File: config.mk
export PLATFORM = sky130hd
export DESIGN_NAME = des_byteserial
export DESIGN_NICKNAME = d
export VERILOG_FILES = /design/src/rtl/des_pkg.sv /design/src/rtl/des_keybank.sv /design/src/rtl/des_sbox_layer.sv /design/src/rtl/des_feistel.sv /design/src/rtl/des_byteserial.sv
export SDC_FILE = /design/constraint.sdc
export NUM_CORES = 2
export LEC_CHECK = 0
export CAP_MARGIN = 20
export CORE_ASPECT_RATIO = 1.75
export CORE_MARGIN = 3
export CORE_UTILIZATION = 55
export CTS_CLUSTER_DIAMETER = 30
export CTS_CLUSTER_SIZE = 28
export DETAILED_ROUTE_END_ITERATION = 8
export DONT_BUFFER_PORTS = 1
export GPL_TIMING_DRIVEN = 0
export HOLD_SLACK_MARGIN = 0.1
export PLACE_DENSITY = 0.73
export SYNTH_ARGS = -nofsm -noshare
export SYNTH_HDL_FRONTEND = slang
export SYNTH_HIERARCHICAL = 1
export SYNTH_SLANG_ARGS = --single-unit
export TNS_END_PERCENT = 50
File: constraint.sdc
create_clock -name clk -period 5.6 [get_ports clk]
set_input_delay 0 -clock clk [delete_from_list [all_inputs] [get_ports clk]]
set_output_delay 0 -clock clk [all_outputs]
set_load 0.02 [all_outputs]
File: src/rtl/des_pkg.sv
package des_pkg;

    localparam int BLK_W    = 64;
    localparam int HALF_W   = 32;
    localparam int RK_W     = 48;
    localparam int N_ROUNDS = 16;
    localparam int N_SBOX   = 8;
    localparam int RND_W    = $clog2(N_ROUNDS);

    typedef enum logic [1:0] {
        ST_IDLE,
        ST_LOAD,
        ST_ROUND,
        ST_SEND
    } phase_e;

    // Source bit (1 = most significant) for each output bit of the initial permutation.
    localparam int IP_TAB [64] = '{
        58, 50, 42, 34, 26, 18, 10,  2,
        60, 52, 44, 36, 28, 20, 12,  4,
        62, 54, 46, 38, 30, 22, 14,  6,
        64, 56, 48, 40, 32, 24, 16,  8,
        57, 49, 41, 33, 25, 17,  9,  1,
        59, 51, 43, 35, 27, 19, 11,  3,
        61, 53, 45, 37, 29, 21, 13,  5,
        63, 55, 47, 39, 31, 23, 15,  7
    };

    // Source bit for each output bit of the round permutation after the S-boxes.
    localparam int P_TAB [32] = '{
        16,  7, 20, 21, 29, 12, 28, 17,
         1, 15, 23, 26,  5, 18, 31, 10,
         2,  8, 24, 14, 32, 27,  3,  9,
        19, 13, 30,  6, 22, 11,  4, 25
    };

    // Four rows per box, sixteen nibbles per row, column 0 in the top nibble.
    localparam logic [63:0] SBOX_ROWS [32] = '{
        64'hE4D12FB83A6C5907, 64'h0F74E2D1A6CB9538, 64'h41E8D62BFC973A50, 64'hFC8249175B3EA06D,
        64'hF18E6B34972DC05A, 64'h3D47F28EC01A69B5, 64'h0E7BA4D158C6932F, 64'hD8A13F42B67C05E9,
        64'hA09E63F51DC7B428, 64'hD709346A285ECBF1, 64'hD6498F30B12C5AE7, 64'h1AD069874FE3B52C,
        64'h7DE3069A1285BC4F, 64'hD8B56F03472C1AE9, 64'hA690CB7DF13E5284, 64'h3F06A1D8945BC72E,
        64'h2C417AB6853FD0E9, 64'hEB2C47D150FA3986, 64'h421BAD78F9C5630E, 64'hB8C71E2D6F09A453,
        64'hC1AF92680D34E75B, 64'hAF427C9561DE0B38, 64'h9EF528C3704A1DB6, 64'h432C95FABE17608D,
        64'h4B2EF08D3C975A61, 64'hD0B7491AE35C2F86, 64'h14BDC37EAF680592, 64'h6BD814A7950FE23C,
        64'hD2846FB1A93E50C7, 64'h1FD8A374C56B0E92, 64'h7B419CE206ADF358, 64'h21E74A8DFC90356B
    };

    function automatic logic [BLK_W-1:0] ip_perm(input logic [BLK_W-1:0] x);
        logic [BLK_W-1:0] y;
        y = '0;
        for (int i = 0; i < BLK_W; i++) begin
            y[BLK_W-1-i] = x[BLK_W-IP_TAB[i]];
        end
        return y;
    endfunction

    // Inverse of ip_perm, derived from the same table.
    function automatic logic [BLK_W-1:0] fp_perm(input logic [BLK_W-1:0] x);
        logic [BLK_W-1:0] y;
        y = '0;
        for (int i = 0; i < BLK_W; i++) begin
            y[BLK_W-IP_TAB[i]] = x[BLK_W-1-i];
        end
        return y;
    endfunction

    // Expansion: each 6-bit group takes its 4-bit slice plus one neighbour bit on each side.
    function automatic logic [RK_W-1:0] expand(input logic [HALF_W-1:0] r);
        logic [RK_W-1:0] e;
        int src;
        e = '0;
        for (int j = 0; j < RK_W; j++) begin
            src = 4 * (j / 6) + (j % 6);
            if (src == 0)
                src = HALF_W;
            else if (src == HALF_W + 1)
                src = 1;
            e[RK_W-1-j] = r[HALF_W-src];
        end
        return e;
    endfunction

    function automatic logic [HALF_W-1:0] p_perm(input logic [HALF_W-1:0] x);
        logic [HALF_W-1:0] y;
        y = '0;
        for (int i = 0; i < HALF_W; i++) begin
            y[HALF_W-1-i] = x[HALF_W-P_TAB[i]];
        end
        return y;
    endfunction

    // Outer bits pick the row, inner four bits the column.
    function automatic logic [3:0] sbox_look(input int box, input logic [5:0] six);
        logic [63:0] row_bits;
        int          row;
        int          col;
        row      = {30'd0, six[5], six[0]};
        col      = {28'd0, six[4:1]};
        row_bits = SBOX_ROWS[box*4 + row];
        return row_bits[63-4*col -: 4];
    endfunction

endpackage

File: src/rtl/des_keybank.sv
module des_keybank #(
    parameter int N_KEYS = 16,
    parameter int KEY_W  = 48,
    localparam int IDX_W = $clog2(N_KEYS)
) (
    input  logic             clk,
    input  logic             we,
    input  logic [IDX_W-1:0] widx,
    input  logic [KEY_W-1:0] wdata,
    input  logic [IDX_W-1:0] ridx,
    output logic [KEY_W-1:0] rdata
);

    logic [KEY_W-1:0] slot_q [N_KEYS];
    logic [KEY_W-1:0] slot_d [N_KEYS];

    always_comb begin
        slot_d = slot_q;
        if (we) begin
            slot_d[widx] = wdata;
        end
    end

    // Subkeys are configuration: they survive reset on purpose.
    always_ff @(posedge clk) begin
        slot_q <= slot_d;
    end

    assign rdata = slot_q[ridx];

endmodule

File: src/rtl/des_sbox_layer.sv
module des_sbox_layer
    import des_pkg::*;
(
    input  logic [RK_W-1:0]   x,
    output logic [HALF_W-1:0] y
);

    for (genvar g = 0; g < N_SBOX; g++) begin : g_box
        assign y[HALF_W-1-4*g -: 4] = sbox_look(g, x[RK_W-1-6*g -: 6]);
    end

endmodule

File: src/rtl/des_feistel.sv
module des_feistel
    import des_pkg::*;
(
    input  logic [HALF_W-1:0] r,
    input  logic [RK_W-1:0]   k,
    output logic [HALF_W-1:0] f
);

    logic [RK_W-1:0]   mixed;
    logic [HALF_W-1:0] subst;

    assign mixed = expand(r) ^ k;

    des_sbox_layer u_sbox (
        .x (mixed),
        .y (subst)
    );

    assign f = p_perm(subst);

endmodule

File: src/rtl/des_byteserial.sv
module des_byteserial #(
    parameter int IO_W = 8
) (
    input  logic                        clk,
    input  logic                        rst,
    input  logic                        key_we,
    input  logic [des_pkg::RND_W-1:0]   key_idx,
    input  logic [des_pkg::RK_W-1:0]    key_din,
    input  logic                        in_valid,
    input  logic [IO_W-1:0]             in_data,
    output logic                        busy,
    output logic                        trig,
    output logic                        out_valid,
    output logic [IO_W-1:0]             out_data
);
    import des_pkg::*;

    localparam int BEATS  = BLK_W / IO_W;
    localparam int BEAT_W = (BEATS > 1) ? $clog2(BEATS) : 1;
    localparam logic [BEAT_W-1:0] LAST_BEAT = BEAT_W'(BEATS - 1);
    localparam logic [RND_W-1:0]  LAST_RND  = RND_W'(N_ROUNDS - 1);

    typedef struct packed {
        phase_e              phase;
        logic [BEAT_W-1:0]   beat;
        logic [RND_W-1:0]    rnd;
        logic [BLK_W-1:0]    inbuf;
        logic [HALF_W-1:0]   left;
        logic [HALF_W-1:0]   right;
        logic [BLK_W-1:0]    obuf;
        logic                trig;
    } core_t;

    core_t q, d;

    logic [RK_W-1:0]   round_key;
    logic [HALF_W-1:0] f_out;
    logic [HALF_W-1:0] next_r;
    logic [BLK_W-1:0]  word;
    logic [BLK_W-1:0]  ip_word;
    logic [BLK_W-1:0]  ct_word;

    des_keybank #(
        .N_KEYS (N_ROUNDS),
        .KEY_W  (RK_W)
    ) u_keys (
        .clk   (clk),
        .we    (key_we),
        .widx  (key_idx),
        .wdata (key_din),
        .ridx  (q.rnd),
        .rdata (round_key)
    );

    des_feistel u_round (
        .r (q.right),
        .k (round_key),
        .f (f_out)
    );

    // Shared datapath terms.
    assign word    = (q.inbuf << IO_W) | BLK_W'(in_data);
    assign ip_word = ip_perm(word);
    assign next_r  = q.left ^ f_out;
    assign ct_word = fp_perm({next_r, q.right});

    always_comb begin
        d      = q;
        d.trig = 1'b0;
        case (q.phase)
            ST_IDLE: begin
                if (in_valid) begin
                    d.inbuf = word;
                    d.beat  = BEAT_W'(1);
                    d.trig  = 1'b1;
                    d.phase = ST_LOAD;
                end
            end
            ST_LOAD: begin
                if (in_valid) begin
                    d.inbuf = word;
                    if (q.beat == LAST_BEAT) begin
                        d.left  = ip_word[BLK_W-1 -: HALF_W];
                        d.right = ip_word[HALF_W-1:0];
                        d.rnd   = '0;
                        d.beat  = '0;
                        d.phase = ST_ROUND;
                    end else begin
                        d.beat = q.beat + 1'b1;
                    end
                end
            end
            ST_ROUND: begin
                d.left  = q.right;
                d.right = next_r;
                if (q.rnd == LAST_RND) begin
                    // Last round: halves leave unswapped straight into the output shifter.
                    d.obuf  = ct_word;
                    d.beat  = '0;
                    d.phase = ST_SEND;
                end else begin
                    d.rnd = q.rnd + 1'b1;
                end
            end
            ST_SEND: begin
                d.obuf = q.obuf << IO_W;
                if (q.beat == LAST_BEAT) begin
                    d.beat  = '0;
                    d.phase = ST_IDLE;
                end else begin
                    d.beat = q.beat + 1'b1;
                end
            end
            default: begin
                d.phase = ST_IDLE;
            end
        endcase
    end

    always_ff @(posedge clk) begin
        if (rst) begin
            q <= '0;
        end else begin
            q <= d;
        end
    end

    assign busy      = (q.phase != ST_IDLE);
    assign out_valid = (q.phase == ST_SEND);
    assign out_data  = q.obuf[BLK_W-1 -: IO_W];
    assign trig      = q.trig;

    // marker lasts one cycle only
    a_r2_trig_single: assert property (@(posedge clk) disable iff (rst)
        trig |=> !trig);

    // an accepted first byte raises the marker and busy
    a_r2_trig_on_start: assert property (@(posedge clk) disable iff (rst)
        (!busy && in_valid) |=> (trig && busy));

    // rounds advance by one per clock with no stall
    a_r3_round_step: assert property (@(posedge clk) disable iff (rst)
        (q.phase == ST_ROUND && q.rnd != LAST_RND)
        |=> (q.phase == ST_ROUND && q.rnd == $past(q.rnd) + 1'b1));

    // sixteenth round hands straight over to output
    a_r3_round_to_send: assert property (@(posedge clk) disable iff (rst)
        (q.phase == ST_ROUND && q.rnd == LAST_RND) |=> out_valid);

    // output beats only while busy, and never a single isolated beat
    a_r6_valid_in_busy: assert property (@(posedge clk) disable iff (rst)
        out_valid |-> busy);

    a_r6_send_continues: assert property (@(posedge clk) disable iff (rst)
        $rose(out_valid) |=> out_valid);

    // input shifter frozen during rounds and output
    a_r7_input_frozen: assert property (@(posedge clk) disable iff (rst)
        (q.phase == ST_ROUND || q.phase == ST_SEND) |=> $stable(q.inbuf));

endmodule

==> impl_metrics.yaml <==
outcome:
  run_status: "finished clean"
placed_design:
  port_buffers: 0
  place_congestion: 0.9724
  dp_cells: 4007
  dp_hpwl_mm: 85.96
setup_path:
  crit_path_max_fanout: 10
  path_cells: "buf_2 > clkbuf_1 > mux4_2 > a22oi_1 > nand2_1 > xor2_2 > inv_1 > ha_1 > nand2_1 > o21a_1 > mux4_2 > a211oi_1 > xor2_1 > nor2_1 > o32ai_1"
  path_class: "flop to flop"
  cp_slowest_stage_delay_ps: 710
  cp.required_ps: 6190
  rr_worst_depth: 15
  critPathLaunchType: "flop"
  critical_path.slowest_cell: "clkbuf_1"
  end_kind: "flop"
  cp.arrival_ps: 6060
sta:
  max_freq_ghz: 0.1829
  timing_hold_violations_final: 0
  fin_crit_ps: 5467
  holdWs_ps: 152.8
  timing.final.crit_share: 0.9763
  finalMaxSlewViolations: 0
  tightest_slew_ps: 990.7
  fin_skew_ps: 59.52
  maxSlewHeadroom: 0.3359
  grt_setup_unrepaired: "true"
  setup_viol: 0
layout:
  mostFrequentLayoutCell: "edfxtp_1"
  area_growth_pct: 16.61
  layout_common_cells: "edfxtp_1, nand2_1, mux4_2"
  fill_cells: 5425
  drive_gt1_frac: 0.2175
  final_nets: 3315
  instances_no_fill: 4299
yosys:
  synthCells: 2918
  synth_cell_types: 74
  ys_seq_area_frac: 0.6321
  ys_seq_elements: 962
  synth_edf_count: 768
  avgSynthCellArea_sq_um: 14.61
  synth_area_sq_um: 42630
  synth_flop_cell: "edfxtp_1"
  yosysWarningCount: 6
  syn_nets: 3053
  synth-async-reset-ratio: 0
route:
  drcViolationCount: 0
  ant_nets: 0
  avgRoutedWirePerCell_microns: 28.59
  drtIter0Drc: 2703
  dr.pass1.iters: 6
  via_per_inst: 6.392
  routed-via-count: 27480
  wl_mm: 122.9
hold_path:
  min_delay_path_depth: 3
  hold_path_class: "primary input to flop"
clocking:
  clock-sinks: 962
  cts_max_level: 3
  clk_latency_ps: 720
  cts-buffers-inserted: 108
  cts_buffer_depth: 3
  cts_root_buf: "clkbuf_16"
  clkTransAtPathRegs_ps: 60
  cts_tree: "yes"
grt:
  antenna_found_initial: 5
  grt_max_degree: 25
  overflow: 0
  grtUsageTotal: 0.3034
  grt_pass1_vias: 28610
  grt_pass1_wl_mm: 182.0
run:
  drv_cap: 0
floorplan:
  start_util: 0.5564
  io_pins: 75
  die_w_microns: 216.5
  die_h_microns: 374.3
  rows: 134
  dieArea_sq_um: 81020
  coreArea_sq_um: 76620
power:
  vdd_drop_max_mv: 0.3290
  p_leak_nw: 16.46
  p_per_area_nw_per_um2: 364.8
[stage by stage]
stage          TNS [ps]  total power [mW]  setup WS, ps  cell area (sq um)    util
2_1_floorplan         0             9.961         196.0              42630       -
4_1_cts               0             18.14         15.13              49540  0.6466
3_3_place_gp   -1242860             10.73         -4692              43910  0.5730
3_5_place_dp     -18770             10.79         -1025              44830  0.5851
5_1_grt          -509.0             18.67        -142.9              49700  0.6487
6_report              0             18.13         132.7              49710  0.6488
[registers in the layout, indices dropped and copies added (netlist names)]
register / flops
ct_word: 32
out_data: 8
q: 153
trig: 1
u_keys/slot_q: 768
[cell usage after synthesis, drive strengths merged, types with 5 or more instances]
cell | count | area, sq um
a21o | 10 | 75.07
dfxtp | 194 | 3884
nand2 | 288 | 1084
ha | 71 | 888.4
o21a | 6 | 45.04
a21oi | 136 | 680.7
nor3 | 88 | 440.4
o32ai | 33 | 289.0
nand3 | 29 | 145.1
mux4 | 216 | 4865
a211oi | 89 | 728.2
o211ai | 18 | 135.1
clkbuf | 76 | 287.8
mux2 | 5 | 56.30
a311oi | 5 | 43.79
mux2i | 121 | 1211
a22oi | 97 | 728.2
nor2 | 136 | 510.5
xor2 | 87 | 769.5
nor2b | 22 | 140.1
nand2b | 21 | 131.4
a31oi | 14 | 87.58
o21ai | 80 | 404.1
inv | 44 | 165.2
buf | 151 | 910.9
xnor2 | 10 | 87.58
edfxtp | 768 | 23060
o22ai | 36 | 225.2
[report_power, final]
group          internal (mW)  switching [mW]
clock                   4.15            3.10
sequential              7.98           0.190
combinational          0.971            1.74
total                   13.1            5.03
[layout make-up]
type | instances | area, sq um | share of cell area
clock buffers | 115 | 2760 | 0.05552
well taps | 1020 | 1276 | 0.02567
diodes | 5 | 12.51 | 0.0002517
multi-input cells | 1684 | 14650 | 0.2948
clock inverters | 89 | 980.9 | 0.01973
flip-flops and latches | 962 | 26950 | 0.5421
plain buffers | 227 | 1259 | 0.02532
repair buffers | 152 | 1653 | 0.03325
inverters | 45 | 168.9 | 0.003398
[worst paths after layout]
path                             from                       end  slack, ps
setup reg to reg  q[194]$_SDFFE_PP0P_  ct_word[49]$_SDFFE_PP0P_        130
hold reg to reg   q[178]$_SDFFE_PP0P_       q[178]$_SDFFE_PP0P_        460
hold / removal             in_data[3]   ct_word[3]$_SDFFE_PP0P_        150
setup / recovery  q[194]$_SDFFE_PP0P_  ct_word[49]$_SDFFE_PP0P_        130
[logic make-up (layout without fill, tap and decap cells)]
logic type               after synthesis  in the layout  share of synthesized area
AO/OA/AOI/OAI                        563            563                    0.08878
XOR/XNOR                              97             97                    0.02010
adder cells (fa/ha/maj)               71             71                    0.02084
buffers and inverters                272            628                    0.03208
flip-flops                           962            962                     0.6321
multiplexers                         342            342                     0.1438
other                                  0              5                          0
AND/OR/NAND/NOR                      611            611                    0.06228
[timing repair]
action                     in CTS  in global routing
hold buffers                   80                  0
gates resized for setup        41                 33
buffers inserted                0                  2
setup endpoints to repair      61                 42
hold endpoints to repair     1435                  0
pin swaps                       0                  1
[critical path: cells and delay by family, from the launching register on]
family / cells / cell delay [ps]
xor gates and xnor gates: 2 / 810
DFF: 1 / 490
AOI/OAI and AO/OA: 4 / 860
and+or+nand+nor: 3 / 520
muxes: 2 / 910
adders and majority gates: 1 / 440
buffers and inverters: 3 / 1290
[layer usage]
| metal | GRT usage | wire length, microns | vias to the layer above |
|---|---|---|---|
| met5 | 0 | 0 | - |
| met4 | 0.1722 | 7740 | 0 |
| met3 | 0.05363 | 8197 | 364 |
| met2 | 0.5490 | 65770 | 1388 |
| met1 | 0.3346 | 41190 | 13870 |
| li1 | - | - | 11850 |
No activity file was read; power rests on OpenSTA's default activity.
